===== src/rtl/hdb_pkg.sv =====
package hdb_pkg;

    localparam int unsigned HDB_DEPTH_DEF = 6;
    localparam int unsigned HDB_WIDTH_DEF = 32;

    typedef enum logic {
        DIR_HOST_TO_DMA = 1'b0,
        DIR_DMA_TO_HOST = 1'b1
    } hdb_dir_e;

endpackage


===== src/rtl/hdb_store.sv =====
module hdb_store #(
    parameter int unsigned DEPTH = 6,
    parameter int unsigned WIDTH = 32,
    parameter int unsigned AW    = 3
) (
    input  logic             clk,
    input  logic             rst_n,
    input  logic             we,
    input  logic [AW-1:0]    waddr,
    input  logic [WIDTH-1:0] wdata,
    input  logic [AW-1:0]    raddr,
    input  logic             cap_en,
    output logic [WIDTH-1:0] head,
    output logic [WIDTH-1:0] last_q
);

    logic [WIDTH-1:0] mem_q [DEPTH];
    logic [WIDTH-1:0] last_d;

    assign head = mem_q[raddr];

    always_ff @(posedge clk) begin
        if (we) begin
            mem_q[waddr] <= wdata;
        end
    end

    always_comb begin
        last_d = last_q;
        if (cap_en) begin
            last_d = head;
        end
    end

    always_ff @(posedge clk or negedge rst_n) begin
        if (!rst_n) begin
            last_q <= '0;
        end else begin
            last_q <= last_d;
        end
    end

endmodule


===== src/rtl/hdb_ctrl.sv =====
module hdb_ctrl
    import hdb_pkg::*;
#(
    parameter int unsigned DEPTH = 6,
    parameter int unsigned AW    = 3
) (
    input  logic          clk,
    input  logic          rst_n,
    input  hdb_dir_e      dir,
    input  logic          hang_dis,
    input  logic          flush,
    input  logic          host_sel,
    input  logic          host_wr,
    input  logic          host_sync,
    input  logic          dma_req,
    output logic          host_rdy,
    output logic          host_ack,
    output logic          push_en,
    output logic          host_pop,
    output logic [AW-1:0] wr_ptr,
    output logic [AW-1:0] rd_ptr,
    output logic          full,
    output logic          empty,
    output logic          err
);

    localparam int unsigned CW = $clog2(DEPTH + 1);

    typedef struct packed {
        logic [AW-1:0] wr_ptr;
        logic [AW-1:0] rd_ptr;
        logic [CW-1:0] count;
        logic          full;
        logic          empty;
        logic          err;
    } state_t;

    state_t s_d, s_q;

    logic host_wr_req, host_rd_req, starved, blocked, pop_en;

    function automatic logic [AW-1:0] wrap_inc(input logic [AW-1:0] p);
        return (p == AW'(DEPTH - 1)) ? '0 : p + AW'(1);
    endfunction

    always_comb begin
        s_d = s_q;

        host_wr_req = host_sel &&  host_wr && (dir == DIR_HOST_TO_DMA);
        host_rd_req = host_sel && !host_wr && (dir == DIR_DMA_TO_HOST);
        starved     = (host_wr_req && s_q.full) || (host_rd_req && s_q.empty);
        blocked     = host_sel && (flush || (!hang_dis && starved));

        host_rdy = !(blocked && !host_sync);
        host_ack = !(blocked &&  host_sync);

        push_en = !flush && !s_q.full &&
                  ((dir == DIR_HOST_TO_DMA) ? host_wr_req : dma_req);
        pop_en  = !flush && !s_q.empty &&
                  ((dir == DIR_HOST_TO_DMA) ? dma_req : host_rd_req);
        host_pop = pop_en && (dir == DIR_DMA_TO_HOST);

        if (push_en) begin
            s_d.wr_ptr = wrap_inc(s_q.wr_ptr);
        end
        if (pop_en) begin
            s_d.rd_ptr = wrap_inc(s_q.rd_ptr);
        end
        if (push_en && !pop_en) begin
            s_d.count = s_q.count + CW'(1);
        end else if (pop_en && !push_en) begin
            s_d.count = s_q.count - CW'(1);
        end

        if (hang_dis && starved) begin
            s_d.err = 1'b1;
        end

        if (flush) begin
            s_d.wr_ptr = '0;
            s_d.rd_ptr = '0;
            s_d.count  = '0;
            s_d.err    = 1'b0;
        end

        s_d.full  = (s_d.count == CW'(DEPTH));
        s_d.empty = (s_d.count == '0);
    end

    always_ff @(posedge clk or negedge rst_n) begin
        if (!rst_n) begin
            s_q <= '{wr_ptr: '0, rd_ptr: '0, count: '0,
                     full: 1'b0, empty: 1'b1, err: 1'b0};
        end else begin
            s_q <= s_d;
        end
    end

    assign wr_ptr = s_q.wr_ptr;
    assign rd_ptr = s_q.rd_ptr;
    assign full   = s_q.full;
    assign empty  = s_q.empty;
    assign err    = s_q.err;

endmodule


===== src/rtl/hdb_host_buffer.sv =====
module hdb_host_buffer
    import hdb_pkg::*;
#(
    parameter int unsigned DEPTH = HDB_DEPTH_DEF,
    parameter int unsigned WIDTH = HDB_WIDTH_DEF
) (
    input  logic             clk,
    input  logic             rst_n,
    input  logic             cfg_dir,
    input  logic             cfg_hang_dis,
    input  logic             flush,
    input  logic             host_sel,
    input  logic             host_wr,
    input  logic             host_sync,
    input  logic [WIDTH-1:0] host_wdata,
    output logic [WIDTH-1:0] host_rdata,
    output logic             host_rdy,
    output logic             host_ack,
    input  logic             dma_req,
    input  logic [WIDTH-1:0] dma_wdata,
    output logic [WIDTH-1:0] dma_rdata,
    output logic             fifo_full,
    output logic             fifo_empty,
    output logic             err_flag
);

    localparam int unsigned AW = (DEPTH > 1) ? $clog2(DEPTH) : 1;

    hdb_dir_e         dir;
    logic             push_en, host_pop;
    logic [AW-1:0]    wr_ptr, rd_ptr;
    logic [WIDTH-1:0] wdata_mux, head, last_word;

    assign dir       = hdb_dir_e'(cfg_dir);
    assign wdata_mux = (dir == DIR_HOST_TO_DMA) ? host_wdata : dma_wdata;

    hdb_ctrl #(.DEPTH(DEPTH), .AW(AW)) u_ctrl (
        .clk       (clk),
        .rst_n     (rst_n),
        .dir       (dir),
        .hang_dis  (cfg_hang_dis),
        .flush     (flush),
        .host_sel  (host_sel),
        .host_wr   (host_wr),
        .host_sync (host_sync),
        .dma_req   (dma_req),
        .host_rdy  (host_rdy),
        .host_ack  (host_ack),
        .push_en   (push_en),
        .host_pop  (host_pop),
        .wr_ptr    (wr_ptr),
        .rd_ptr    (rd_ptr),
        .full      (fifo_full),
        .empty     (fifo_empty),
        .err       (err_flag)
    );

    hdb_store #(.DEPTH(DEPTH), .WIDTH(WIDTH), .AW(AW)) u_store (
        .clk    (clk),
        .rst_n  (rst_n),
        .we     (push_en),
        .waddr  (wr_ptr),
        .wdata  (wdata_mux),
        .raddr  (rd_ptr),
        .cap_en (host_pop),
        .head   (head),
        .last_q (last_word)
    );

    assign host_rdata = host_pop ? head : last_word;
    assign dma_rdata  = head;

endmodule


===== config.mk =====
export PLATFORM = sky130hd
export DESIGN_NAME = hdb_host_buffer
export DESIGN_NICKNAME = d
export VERILOG_FILES = /design/src/rtl/hdb_pkg.sv /design/src/rtl/hdb_store.sv /design/src/rtl/hdb_ctrl.sv /design/src/rtl/hdb_host_buffer.sv
export SDC_FILE = /design/constraint.sdc
export NUM_CORES = 1
export LEC_CHECK = 0
export ABC_AREA = 1
export BUFFER_PORTS_ARGS = -buffer_cell sky130_fd_sc_hd__buf_2
export CAP_MARGIN = 10
export CORE_MARGIN = 5
export CORE_UTILIZATION = 50
export CTS_CLUSTER_SIZE = 25
export DETAILED_ROUTE_END_ITERATION = 8
export PLACE_DENSITY = 0.72
export SYNTH_ARGS = -nofsm -noshare
export SYNTH_HDL_FRONTEND = slang
export SYNTH_SLANG_ARGS = --single-unit

===== constraint.sdc =====
create_clock -name clk -period 5.6 [get_ports clk]
set_input_delay 0.84 -clock clk [delete_from_list [all_inputs] [get_ports clk]]
set_output_delay 0.84 -clock clk [all_outputs]
set_load 0.1 [all_outputs]

==> flow_summary.json, run 1 <==
{
  "maxCapViolCount": 0,
  "ys.warnings.count": 0,
  "grt.overflow.total": 0,
  "startpoint_type": "register",
  "postSynthCellCount": 843,
  "tns_ns": 0,
  "synthToLayoutAreaGrowth_pct": 17.26,
  "fin_crit_ns": 4.286,
  "wl_um": 23010,
  "cts_made_buffers": 25,
  "num_antenna_cells": 0,
  "dieHeight_um": 150.3,
  "cts.sinks": 236,
  "htree_num_levels": 1,
  "ys_seq_area_frac": 0.6975,
  "r2r_end": "u_store.last_q[31]",
  "required_ns": 4.76,
  "antenna_found_initial": 0,
  "maxSlewHeadroom": 0.2393,
  "num_vias": 6599,
  "rr_worst_depth": 8,
  "rsz0062_at_grt": "no",
  "fp.dieW_um": 150.3,
  "ys_ff_latch": 236,
  "first_pass_iters": 6,
  "finalSetupViolCount": 0,
  "clockBufferDepth": 3,
  "worst_pin_slew_ns": 1.138,
  "layout-drive-gt1-share": 0.2643,
  "finalPower_mw": 5.468,
  "grt_pass1_vias": 6640,
  "drc": 0,
  "synth_fp_nets": 918,
  "cp-end-kind": "output port",
  "antenna_left": 0,
  "worstSetupPathType": "register to output port",
  "leakage_nw": 4.791,
  "reg2reg_from": "u_ctrl.rd_ptr[1]",
  "path_clk_slew_ns": 0.06,
  "cts_tree": "built",
  "die_area_um2": 22600,
  "ys_types": 30,
  "cts_resized": 0,
  "groute.usage.overall": 0.2055,
  "layout.nets": 1052,
  "period_share": 0.7654,
  "syn_area_um2": 9846,
  "gp_congestion": 0.8004,
  "holdBufCountCts": 0,
  "finalNonFillerCells": 1260,
  "dp_hpwl_um": 13220,
  "path_max_fanout": 33,
  "routed_wire_length_per_instance_um": 18.26,
  "ios": 142,
  "initial_core_util": 0.5075,
  "drv_slew": 0,
  "r2r_slack_ns": 3.02,
  "post_cts_buffers": 0,
  "syn_area_per_cell_um2": 11.68,
  "place.port_buffers": 141,
  "fin_worst_skew_ns": 0.008431,
  "clk_latency_ns": 0.50,
  "hold_viol": 0,
  "grt_max_degree": 69,
  "drt_iter0_drc": 627,
  "core_um2": 19400,
  "grt_pass1_wl_um": 36020,
  "vias_per_cell": 5.237,
  "hp-class": "input pin to asynchronous set/reset pin",
  "max_clock_freq_ghz": 0.2333,
  "cts-root-buf": "clkbuf_16",
  "critPathArrivalTime_ns": 3.45,
  "num_rows": 51,
  "outcome": "finished clean",
  "power.density_nw_per_um2": 473.6,
  "dp_cells": 1215,
  "vdd_drop_max_mv": 0.4330
}
critical path: stages, from the launching register on:
cell,delay (ns)
dfrtp_1,0.84
nand2_2,0.11
inv_2,0.69
a22oi_1,0.13
o21ai_0,0.16
nand2_1,0.07
o21ai_0,0.29
nand2_1,0.11
nand2_1,0.11
buf_2,0.42
where the power goes:
group	switching, mW	total [mW]	internal [mW]
registers	0.0404	2.09	2.05
logic	1.52	1.77	0.248
clock network	0.629	1.61	0.977
sequential cells by signal (all words and copies together), names as in the netlist:
| name | flops |
|---|---|
| u_store.last_q | 32 |
| u_ctrl.err | 1 |
| u_ctrl.wr_ptr | 3 |
| u_ctrl.s_q | 3 |
| u_ctrl.full | 1 |
| u_store.mem_q | 192 |
| u_ctrl.empty | 1 |
| u_ctrl.rd_ptr | 3 |
worst max path at each step:
stage                           from              to  slack, ns  cells past startpoint
CTS                 u_ctrl.rd_ptr[1]  host_rdata[31]       1.29                      9
detailed placement           cfg_dir  host_rdata[27]       1.46                     11
finish              u_ctrl.rd_ptr[1]  host_rdata[31]       1.31                      9
floorplan           u_ctrl.rd_ptr[0]  host_rdata[31]       0.92                      7
global route        u_ctrl.rd_ptr[1]  host_rdata[31]       1.11                      9
global placement             cfg_dir  host_rdata[23]       1.56                     11
synthesized netlist by cell type, drive strengths merged:
cell type,number,area (um^2)
nand2,284,1106
edfxtp,192,5766
o21ai,92,520.5
nor2,79,311.5
dfrtp,43,1076
a21oi,32,160.2
a22oi,32,385.4
buf,29,200.2
inv,26,105.1
clkbuf,14,52.55
nand3,11,70.07
o22ai,3,18.77
ha,2,25.02
a21boi,1,7.510
dfstp,1,26.28
nand4,1,6.260
xnor2,1,8.760
layer usage:
metal / GRT usage / vias up / share of wire
li1: - / 3183 / -
met1: 0.2824 / 3173 / 0.43
met2: 0.3537 / 219 / 0.50
met4: 0.04209 / 0 / 0.011
met3: 0.02800 / 24 / 0.066
met5: 0 / - / 0
per-stage QoR:
stage	setup WS [ns]	area (um^2)	utilization	hold slack, ns
after floorplan	0.9185	9846	-	0.5063
after global placement	1.555	10740	0.5539	0.4542
after detailed placement	1.461	10740	0.5539	0.4561
after CTS	1.288	11540	0.5951	0.4607
after global routing	1.107	11540	0.5951	0.4958
final	1.314	11540	0.5951	0.4465
cell families (layout without fill, tap and decap cells):
kind of cell | Yosys count | after routing | share of synthesized area
xor gates and xnor gates | 1 | 1 | 0.0008897
buffers and inverters | 69 | 221 | 0.03634
AOI/OAI and AO/OA | 160 | 160 | 0.1109
and+or+nand+nor | 375 | 375 | 0.1517
DFF | 236 | 236 | 0.6975
adders and majority gates | 2 | 2 | 0.002541
placed cells by master (no fill, tap or decap), drive strengths merged:
master    n
clkinv    6
dfstp     1
ha        2
nand3    11
o21ai    92
nand4     1
buf     150
clkbuf   36
edfxtp  192
inv      26
o22ai     3
bufinv    3
xnor2     1
nor2     79
nand2   284
a21oi    32
a22oi    32
dfrtp    43
a21boi    1
layout make-up:
type / count / area (um^2)
clock buffer: 36 / 676.9
clock inverter: 9 / 123.9
fill: 1593 / 7854
inverter: 26 / 105.1
multi-input combinational: 538 / 2665
sequential: 236 / 6869
tap: 265 / 331.6
timing repair buffer: 150 / 773.2
Power figures use the tool's default switching activity.
==> run 2, diff against run 1 <==
- clock period: 5.6 -> 4.11 ns (I/O delays scaled with it)
==> run 2 against run 1 <==
Compared with the run above:
- sequential power up 37%
- clock skew increased by 0.0013 ns
- first-iteration DRC count fell by 3.7%
- critical path type unchanged
==> flow_summary.json, run 2 (synthesis gave the netlist of run 1 again) <==
{
  "outcome": "finished clean",
  "hold_viol": 0,
  "post_cts_buffers": 0,
  "crit_path_frequent_cell": "nand2_1",
  "vias_per_cell": 5.328,
  "mostFrequentLayoutCells": "nand2_1 (272), edfxtp_1 (192), buf_2 (77), nor2_1 (71), buf_12 (65)",
  "path_max_fanout": 18,
  "drt_iter0_drc": 604,
  "cts_resized": 0,
  "cts_tree": "built",
  "drv_slew": 0,
  "final_common_cell": "nand2_1",
  "grt_pass1_vias": 6789,
  "tns_ns": 0,
  "drc": 0,
  "holdBufCountCts": 0,
  "dp_hpwl_um": 14290,
  "initial_core_util": 0.5075,
  "fillers": 1417,
  "ios": 142,
  "fp.dieW_um": 150.3,
  "worst_hold_slack_ns": 0.2104,
  "core_um2": 19400,
  "layout-drive-gt1-share": 0.2717,
  "rsz0062_at_grt": "no",
  "maxSlewHeadroom": 0.3553,
  "leakage_nw": 5.151,
  "gp_congestion": 0.7951,
  "finalSetupViolCount": 0,
  "required_ns": 3.49,
  "clockBufferDepth": 3,
  "num_antenna_cells": 0,
  "clk_latency_ns": 0.51,
  "dieHeight_um": 150.3,
  "critPathArrivalTime_ns": 3.11,
  "cts_made_buffers": 24,
  "worstSetupPathType": "register to output port",
  "path_clk_slew_ns": 0.06,
  "cp-end-kind": "output port",
  "max_clock_freq_ghz": 0.2684,
  "cts-root-buf": "clkbuf_16",
  "crit_chain": "nand2_2 -> inv_2 -> buf_4 -> a22oi_1 -> o21ai_1 -> nand2_1 -> o21ai_1 -> nand2_1 -> nand2_1 -> buf_12",
  "finalPower_mw": 8.237,
  "die_area_um2": 22600,
  "largest_reg_flops": 192,
  "groute.usage.overall": 0.2050,
  "period_share": 0.9066,
  "maxCapViolCount": 0,
  "hp-class": "input pin to asynchronous set/reset pin",
  "grt_pass1_wl_um": 36110,
  "startpoint_type": "register",
  "reg_top3": "u_store.mem_q: 192 flops, u_store.last_q: 32 flops",
  "htree_num_levels": 1,
  "power.density_nw_per_um2": 655.0,
  "fin_worst_skew_ns": 0.009725,
  "antenna_found_initial": 0,
  "wl_um": 23020,
  "vdd_drop_max_mv": 0.5176,
  "fin_crit_ns": 3.726,
  "synthToLayoutAreaGrowth_pct": 27.73,
  "worst_pin_slew_ns": 0.9656,
  "layout.nets": 1058,
  "first_pass_iters": 5,
  "antenna_left": 0,
  "routed_wire_length_per_instance_um": 18.19,
  "num_rows": 51,
  "cts.sinks": 236,
  "grt_max_degree": 69,
  "place.port_buffers": 141,
  "crit_path_top_delay_cell": "dfrtp_1",
  "num_vias": 6745,
  "slowest_delay_ns": 0.74,
  "grt.overflow.total": 0,
  "regMostFlops": "u_store.mem_q"
}
-- run 2: changes by cell type in the layout (fill, tap and decap cells not counted) --
cell       previous run  this run
buf_12                0        65
buf_2               141        77
buf_4                 9        15
bufinv_16             3         2
clkbuf_1             10         7
clkbuf_8              1         5
clkinv_4              1         0
o21ai_0              57        56
o21ai_1              19        20
-- run 2: final timing paths --
kind | slack [ns] | from | cells after the start | end
max | 0.38 | u_ctrl.rd_ptr[1] | 10 | host_rdata[11]
min | 0.21 | rst_n | 2 | u_store.last_q[4]
max reg2reg | 1.61 | u_ctrl.rd_ptr[1] | 9 | u_store.last_q[11]
min reg2reg | 0.50 | u_ctrl.err | 2 | u_ctrl.err
max in group asynchronous | 3.39 | rst_n | 2 | u_ctrl.rd_ptr[0]
min in group clk | 0.32 | flush | 2 | u_ctrl.err
-- run 2: layer usage --
layer,vias up,global-route usage,part of all wire
met1,3287,0.2740,0.41
li1,3183,-,-
met5,-,0,0
met3,19,0.03191,0.074
met4,0,0.05215,0.012
met2,256,0.3532,0.50
-- run 2: worst max-delay path, delay by kind of cell (launching register included) --
family,cells,cell delay (ns)
compound gates,3,0.48
buf+inv,3,0.93
flops,1,0.74
simple gates,4,0.41
-- run 2: final cells by class --
| cell class | instances | area, um^2 | area share |
|---|---|---|---|
| clock buffers | 37 | 720.7 | 0.05731 |
| well taps | 265 | 331.6 | 0.02637 |
| inverters | 26 | 105.1 | 0.008357 |
| multi-input cells | 538 | 2665 | 0.2119 |
| clock inverters | 7 | 85.08 | 0.006766 |
| repair buffers | 157 | 1799 | 0.1431 |
| flip-flops and latches | 236 | 6869 | 0.5462 |
-- run 2: stage by stage --
step / worst slack [ns] / area (um^2) / util / instances
2_1_floorplan: 0.4664 / 9846 / - / 843
3_3_place_gp: 0.9359 / 11770 / 0.6067 / 1222
3_5_place_dp: 0.8328 / 11770 / 0.6067 / 1222
4_1_cts: 0.3668 / 12580 / 0.6483 / 1266
5_1_grt: 0.1615 / 12580 / 0.6483 / 1266
6_report: 0.3838 / 12580 / 0.6483 / 1266
-- run 2: report_power, final --
group | switching, mW | internal (mW) | leakage, nW
sequential | 0.0599 | 2.80 | 2.31
clock | 0.866 | 1.33 | 0.400
combinational | 2.20 | 0.981 | 2.44
total | 3.13 | 5.11 | 5.15
